===== src/rtl/jtag_sw_pkg.sv =====
package jtag_sw_pkg;
  typedef struct packed {
    logic tck;
    logic tms;
    logic trst_n;
    logic tdi;
  } jtag_drv_t;

  localparam jtag_drv_t PARK_DRV = '{tck: 1'b0, tms: 1'b1, trst_n: 1'b1, tdi: 1'b1};
endpackage


===== src/rtl/jtag_sel_mask.sv =====
module jtag_sel_mask #(
  parameter int N = 8
) (
  input  logic [N-1:0] sel_i,
  input  logic         single_i,
  output logic [N-1:0] act_o
);
  logic [N-1:0] lowest;

  // isolate lowest set bit
  assign lowest = sel_i & (~sel_i + N'(1));
  assign act_o  = single_i ? lowest : sel_i;
endmodule


===== src/rtl/jtag_src_mux.sv =====
module jtag_src_mux
  import jtag_sw_pkg::*;
(
  input  logic      src_rem_i,
  input  jtag_drv_t hdr_i,
  input  jtag_drv_t rem_i,
  input  logic      ret_tdo_i,
  output jtag_drv_t mst_o,
  output logic      hdr_tdo_o,
  output logic      rem_tdo_o
);
  assign mst_o     = src_rem_i ? rem_i : hdr_i;
  assign hdr_tdo_o = src_rem_i ? 1'b1 : ret_tdo_i;
  assign rem_tdo_o = src_rem_i ? ret_tdo_i : 1'b1;
endmodule


===== src/rtl/jtag_chain_cell.sv =====
module jtag_chain_cell
  import jtag_sw_pkg::*;
(
  input  logic      act_i,
  input  jtag_drv_t mst_i,
  input  logic      rip_i,
  input  logic      tdo_i,
  output jtag_drv_t drv_o,
  output logic      rip_o
);
  always_comb begin
    if (act_i) begin
      drv_o     = mst_i;
      drv_o.tdi = rip_i;
    end else begin
      drv_o     = PARK_DRV;
    end
  end

  // bypass unconnected chain in the ripple
  assign rip_o = act_i ? tdo_i : rip_i;
endmodule


===== src/rtl/jtag_chain_switch.sv =====
module jtag_chain_switch
  import jtag_sw_pkg::*;
#(
  parameter int N_LV = 6,
  parameter int N_HV = 2,
  localparam int N   = N_LV + N_HV
) (
  input  logic            hdr_tck_i,
  input  logic            hdr_tms_i,
  input  logic            hdr_tdi_i,
  input  logic            hdr_trst_ni,
  output logic            hdr_tdo_o,
  input  logic            rem_tck_i,
  input  logic            rem_tms_i,
  input  logic            rem_tdi_i,
  input  logic            rem_trst_ni,
  output logic            rem_tdo_o,
  input  logic            src_rem_i,
  input  logic            single_i,
  input  logic [N-1:0]    chain_sel_i,
  output logic [N_LV-1:0] lv_tck_o,
  output logic [N_LV-1:0] lv_tms_o,
  output logic [N_LV-1:0] lv_tdi_o,
  output logic [N_LV-1:0] lv_trst_no,
  input  logic [N_LV-1:0] lv_tdo_i,
  output logic [N_HV-1:0] hv_tck_o,
  output logic [N_HV-1:0] hv_tms_o,
  output logic [N_HV-1:0] hv_tdi_o,
  output logic [N_HV-1:0] hv_trst_no,
  input  logic [N_HV-1:0] hv_tdo_i
);
  jtag_drv_t    hdr_drv, rem_drv, mst;
  logic [N-1:0] act;
  logic [N:0]   rip;
  logic [N-1:0] ch_tdo, ch_tck, ch_tms, ch_tdi, ch_trst_n;

  assign hdr_drv = '{tck: hdr_tck_i, tms: hdr_tms_i, trst_n: hdr_trst_ni, tdi: hdr_tdi_i};
  assign rem_drv = '{tck: rem_tck_i, tms: rem_tms_i, trst_n: rem_trst_ni, tdi: rem_tdi_i};
  assign ch_tdo  = {hv_tdo_i, lv_tdo_i};

  jtag_sel_mask #(.N(N)) u_mask (
    .sel_i   (chain_sel_i),
    .single_i(single_i),
    .act_o   (act)
  );

  jtag_src_mux u_src (
    .src_rem_i(src_rem_i),
    .hdr_i    (hdr_drv),
    .rem_i    (rem_drv),
    .ret_tdo_i(rip[N]),
    .mst_o    (mst),
    .hdr_tdo_o(hdr_tdo_o),
    .rem_tdo_o(rem_tdo_o)
  );

  assign rip[0] = mst.tdi;

  for (genvar i = 0; i < N; i++) begin : g_chain
    jtag_drv_t drv;
    jtag_chain_cell u_cell (
      .act_i(act[i]),
      .mst_i(mst),
      .rip_i(rip[i]),
      .tdo_i(ch_tdo[i]),
      .drv_o(drv),
      .rip_o(rip[i+1])
    );
    assign ch_tck[i]    = drv.tck;
    assign ch_tms[i]    = drv.tms;
    assign ch_tdi[i]    = drv.tdi;
    assign ch_trst_n[i] = drv.trst_n;

    always_comb begin
      if (!chain_sel_i[i]) begin

        unsel_parked_chk: assert (ch_tck[i] == 1'b0 && ch_tms[i] == 1'b1 && ch_trst_n[i] == 1'b1);
      end
    end
  end

  assign lv_tck_o   = ch_tck[N_LV-1:0];
  assign lv_tms_o   = ch_tms[N_LV-1:0];
  assign lv_tdi_o   = ch_tdi[N_LV-1:0];
  assign lv_trst_no = ch_trst_n[N_LV-1:0];
  assign hv_tck_o   = ch_tck[N-1:N_LV];
  assign hv_tms_o   = ch_tms[N-1:N_LV];
  assign hv_tdi_o   = ch_tdi[N-1:N_LV];
  assign hv_trst_no = ch_trst_n[N-1:N_LV];

  always_comb begin

    single_onehot_chk: assert (!single_i || $onehot0(act));

    act_subset_chk: assert ((act & ~chain_sel_i) == '0);

    idle_master_high_chk: assert ((src_rem_i ? hdr_tdo_o : rem_tdo_o) == 1'b1);
    if (chain_sel_i == '0) begin

      empty_loop_chk: assert ((src_rem_i ? rem_tdo_o : hdr_tdo_o) == (src_rem_i ? rem_tdi_i : hdr_tdi_i));
    end
  end
endmodule


===== config.mk =====
export PLATFORM = sky130hd
export DESIGN_NAME = jtag_chain_switch
export DESIGN_NICKNAME = d
export VERILOG_FILES = /design/src/rtl/jtag_sw_pkg.sv /design/src/rtl/jtag_sel_mask.sv /design/src/rtl/jtag_src_mux.sv /design/src/rtl/jtag_chain_cell.sv /design/src/rtl/jtag_chain_switch.sv
export SDC_FILE = /design/constraint.sdc
export NUM_CORES = 1
export LEC_CHECK = 0
export BUFFER_PORTS_ARGS = -buffer_cell sky130_fd_sc_hd__buf_2
export CAP_MARGIN = 25
export CORE_MARGIN = 2
export CORE_UTILIZATION = 35
export DETAILED_ROUTE_END_ITERATION = 8
export PLACE_DENSITY = 0.91
export SYNTH_ARGS = -nofsm -noshare
export SYNTH_HDL_FRONTEND = slang
export SYNTH_HIERARCHICAL = 1
export SYNTH_SLANG_ARGS = --single-unit

===== constraint.sdc =====
create_clock -name vclk -period 5.4
set_input_delay 1.08 -clock vclk [all_inputs]
set_output_delay 1.08 -clock vclk [all_outputs]
set_load 0.01 [all_outputs]

After elaboration in Yosys (flattened, before gate mapping) --
Index checks and enable logic that the tools add are counted.
Storage, ports and cells: register bits 0, bits of input ports 26, output and inout port bits 34, word-level logic and storage cells 23
Cells by class: add/sub/neg operators 1, mux-type cells 20, bitwise logic cells 2
Operator list (number):
- 4-bit 2-to-1 mux | 9
- 1-bit 2-to-1 mux | 10
- 8-bit by 1-bit adder with 8-bit output (second input constant) | 1
- 8-bit bitwise AND | 1
- 8-bit 2-to-1 mux | 1
- 8-bit NOT | 1

Logic depth before layout (Yosys ltp) --
depth after elaboration 13, depth in mapped cells 10

Cells and area by module --
Netlist, hierarchy kept.
Modules (own cells, without submodules):
- jtag_chain_cell | times used 8, cells an instance 5, area each 41.3 um^2, sequential area each 0.0 um^2
- jtag_sel_mask | times used 1, cells an instance 17, area each 118.9 um^2, sequential area each 0.0 um^2
- jtag_src_mux | times used 1, cells an instance 6, area each 57.6 um^2, sequential area each 0.0 um^2

Worst setup path after synthesis --
Ideal clock, no wire load.
kind input -> output, start input src_rem_i, end output hdr_tdo_o, arrival time 3.801 ns, required time 4.320 ns, setup slack 0.519 ns, stages on the path 10, cell sequence mux2_2 > mux2_4 > mux2_4 > mux2_4 > mux2_4 > mux2_4 > mux2_4 > mux2_4 > mux2_4 > or2_2
Between the ends: longest elaborated chain between the ends 10
Ends and longest elaborated chain:
- start: declaration | line jtag_chain_switch.sv:18 | input logic src_rem_i,
- 4-bit 2-to-1 mux | line jtag_src_mux.sv:12 | assign mst_o = src_rem_i ? rem_i : hdr_i;
- 1-bit 2-to-1 mux | line jtag_chain_cell.sv:21 | assign rip_o = act_i ? tdo_i : rip_i;
- via rip[1] | line jtag_chain_switch.sv:34 | logic [N:0] rip;
- 1-bit 2-to-1 mux | line jtag_chain_cell.sv:21
- via rip[2] | line jtag_chain_switch.sv:34
- 1-bit 2-to-1 mux | line jtag_chain_cell.sv:21
- via rip[3] | line jtag_chain_switch.sv:34
- 1-bit 2-to-1 mux | line jtag_chain_cell.sv:21
- via rip[4] | line jtag_chain_switch.sv:34
- (+1 left out)
- via rip[5] | line jtag_chain_switch.sv:34
- 1-bit 2-to-1 mux | line jtag_chain_cell.sv:21
- via rip[6] | line jtag_chain_switch.sv:34
- 1-bit 2-to-1 mux | line jtag_chain_cell.sv:21
- via rip[7] | line jtag_chain_switch.sv:34
- 1-bit 2-to-1 mux | line jtag_chain_cell.sv:21
- via rip[8] | line jtag_chain_switch.sv:34
- 1-bit 2-to-1 mux | line jtag_src_mux.sv:13 | assign hdr_tdo_o = src_rem_i ? 1'b1 : ret_tdo_i;
- end: declaration | line jtag_chain_switch.sv:12 | output logic hdr_tdo_o,
The timed path passes the listed nets, and every way through them passes these cells.

==> flow_metrics.tcl <==
set metrics [dict create \
    cts_setup_buffers 0 \
    worst_setup_path_end_kind "primary output" \
    tightest_slew_ps 462 \
    vdd_drop_max_mv 0.0358 \
    syn_avg_cell_area_um2 8.04 \
    grt_first_pass_wirelength_um 2560 \
    maxSlewViolCount 0 \
    cts_hold_buf 0 \
    num_rows 13 \
    synth_cell_types 17 \
    grt_usage_pct 17.3 \
    finalHoldViolations 0 \
    place_congestion 0.828 \
    arrival_ps 4160 \
    cp_max_fo 6 \
    ys_seq_area_share_pct 0 \
    fin_nets 151 \
    clkbuf_count 0 \
    ctsResizeCount 0 \
    maxCapViolCount 0 \
    use_met2_pct 34.1 \
    syn-instance-count 63 \
    ant_nets 0 \
    slew_headroom_pct 69.2 \
    hp-start "src_rem_i" \
    worstPathRequired_ps 4320 \
    ys_warn_count 6 \
    layout-drive-gt1-share_pct 69.1 \
    grt_pass1_vias 576 \
    p_per_area_mw_per_mm2 93.6 \
    use_met1_pct 20.5 \
    fmax_ghz 0.191 \
    use_met3_pct 3.02 \
    seq_area_um2 0 \
    holdCritPathClass "primary input to primary output" \
    fillers 107 \
    start_kind "primary input" \
    area_growth_pct 63.0 \
    final_common_cell "buf_2" \
    syn_nets 89 \
    die_x_um 42.1 \
    layout_common_cells "buf_2 (60), nand2b_1 (25), mux2_4 (8), and2_2 (8), mux2_2 (4)" \
    slowest_delay_ps 350 \
    via_per_inst 4.81 \
    portBuffers 60 \
    drtIter0Drc 9 \
    period_needed_ps 5240 \
    utilization_pct 61.9 \
    setup_viol 0 \
    timing.final.crit_share_pct 97.1 \
    core_mm2 0.00133 \
    whs_path_depth 3 \
    drcViolationCount 0 \
    whs_endpoint "rem_tdo_o" \
    crit_top_cell "mux2_4" \
    seq_cells 0 \
    finalSetupTns_ps 0 \
    fp.dieH_um 42.1 \
    avgRoutedWirePerCell_um 11.7 \
    vias 664 \
    antenna_found_initial 0 \
    cp_slowest_cell "mux2_2" \
    leakagePower_nw 0.415 \
    rsz0062_at_grt "false" \
    drt_wl_total_um 1610 \
    dp_hpwl_um 1400 \
    grt.busiest_layer "met2" \
    status "complete, no violations" \
    grt_start_max_net_pins 10 \
    synth_area_um2 507 \
    ioPinCount 60 \
    multiInputGateArea_um2 488 \
    grt_overflow 0 \
    path_cells "buf_2 > mux2_2 > mux2_4 > mux2_4 > mux2_4 > mux2_4 > mux2_4 > mux2_4 > mux2_4 > mux2_4 > or2_2 > buf_2" \
    firstDrtPassIters 4 \
    dieArea_mm2 0.00177 \
    path_class "primary input to primary output" \
    start_util_pct 38.0 \
    insertedDiodeCount 0 \
]
[kinds of logic (layout without fill, tap and decap cells)]
logic type | after synthesis | after routing | synth area share (%)
buffers and inverters | 4 | 64 | 3.70
AOI/OAI and AO/OA | 7 | 7 | 9.88
and+or+nand+nor | 40 | 40 | 53.8
muxes | 12 | 12 | 32.6
[how the worst max path moves through the flow]
stage | start | slack, ps | depth (start not counted) | endpoint
after floorplan | src_rem_i | 520 | 10 | hdr_tdo_o
after global placement | src_rem_i | 210 | 12 | hdr_tdo_o
after detailed placement | src_rem_i | 170 | 12 | hdr_tdo_o
after CTS | src_rem_i | 170 | 12 | hdr_tdo_o
after global routing | src_rem_i | 100 | 12 | hdr_tdo_o
final | src_rem_i | 160 | 12 | hdr_tdo_o
[Yosys cell counts]
library cell | n | area (um2)
mux2_2 | 4 | 45.0
a21boi_0 | 1 | 7.51
mux2_4 | 8 | 120
a21boi_2 | 1 | 11.3
or2b_1 | 1 | 7.51
nand2b_1 | 25 | 156
or4b_1 | 1 | 10.0
o22ai_1 | 3 | 18.8
or3b_2 | 1 | 8.76
or4_4 | 1 | 11.3
o31ai_1 | 1 | 7.51
o21ai_0 | 1 | 5.00
and2_1 | 2 | 12.5
buf_4 | 1 | 7.51
inv_1 | 3 | 11.3
or2_2 | 1 | 6.26
and2_2 | 8 | 60.1
[stage by stage]
| step | setup slack, ps | std cells | hold slack [ps] | power, mW | area [um2] |
|---|---|---|---|---|---|
| global placement | 213 | 138 | 2480 | 0.0759 | 826 |
| CTS | 169 | 138 | 2490 | 0.0780 | 826 |
| floorplan | 519 | 63 | 2230 | 0.0471 | 507 |
| detailed placement | 172 | 138 | 2490 | 0.0778 | 826 |
| finish | 159 | 138 | 2490 | 0.0773 | 826 |
| global route | 97.0 | 138 | 2520 | 0.0844 | 826 |
[power by group]
| part | switching, mW | internal (mW) |
|---|---|---|
| Clock | 0 | 0 |
| Combinational | 0.0343 | 0.0430 |
| Sequential | 0 | 0 |
| Total | 0.0343 | 0.0430 |
[layout make-up]
type / count / area share [%]
inverter: 3 / 1.36
tap: 15 / 2.27
multi-input combinational: 59 / 59.1
timing repair buffer: 61 / 37.3
[routing by layer]
| metal | wire length, um | share of wire, % | vias up |
|---|---|---|---|
| met5 | 0 | 0 | - |
| li1 | - | - | 336 |
| met1 | 647 | 40 | 291 |
| met4 | 0 | 0 | 0 |
| met3 | 175 | 11 | 0 |
| met2 | 785 | 49 | 37 |
[critical path, delay by kind of cell]
family,cells,cell delay (ps)
muxes,9,2520
buffers and inverters,2,280
and+or+nand+nor,1,260
Note: power is estimated with default switching activity, not from simulation.
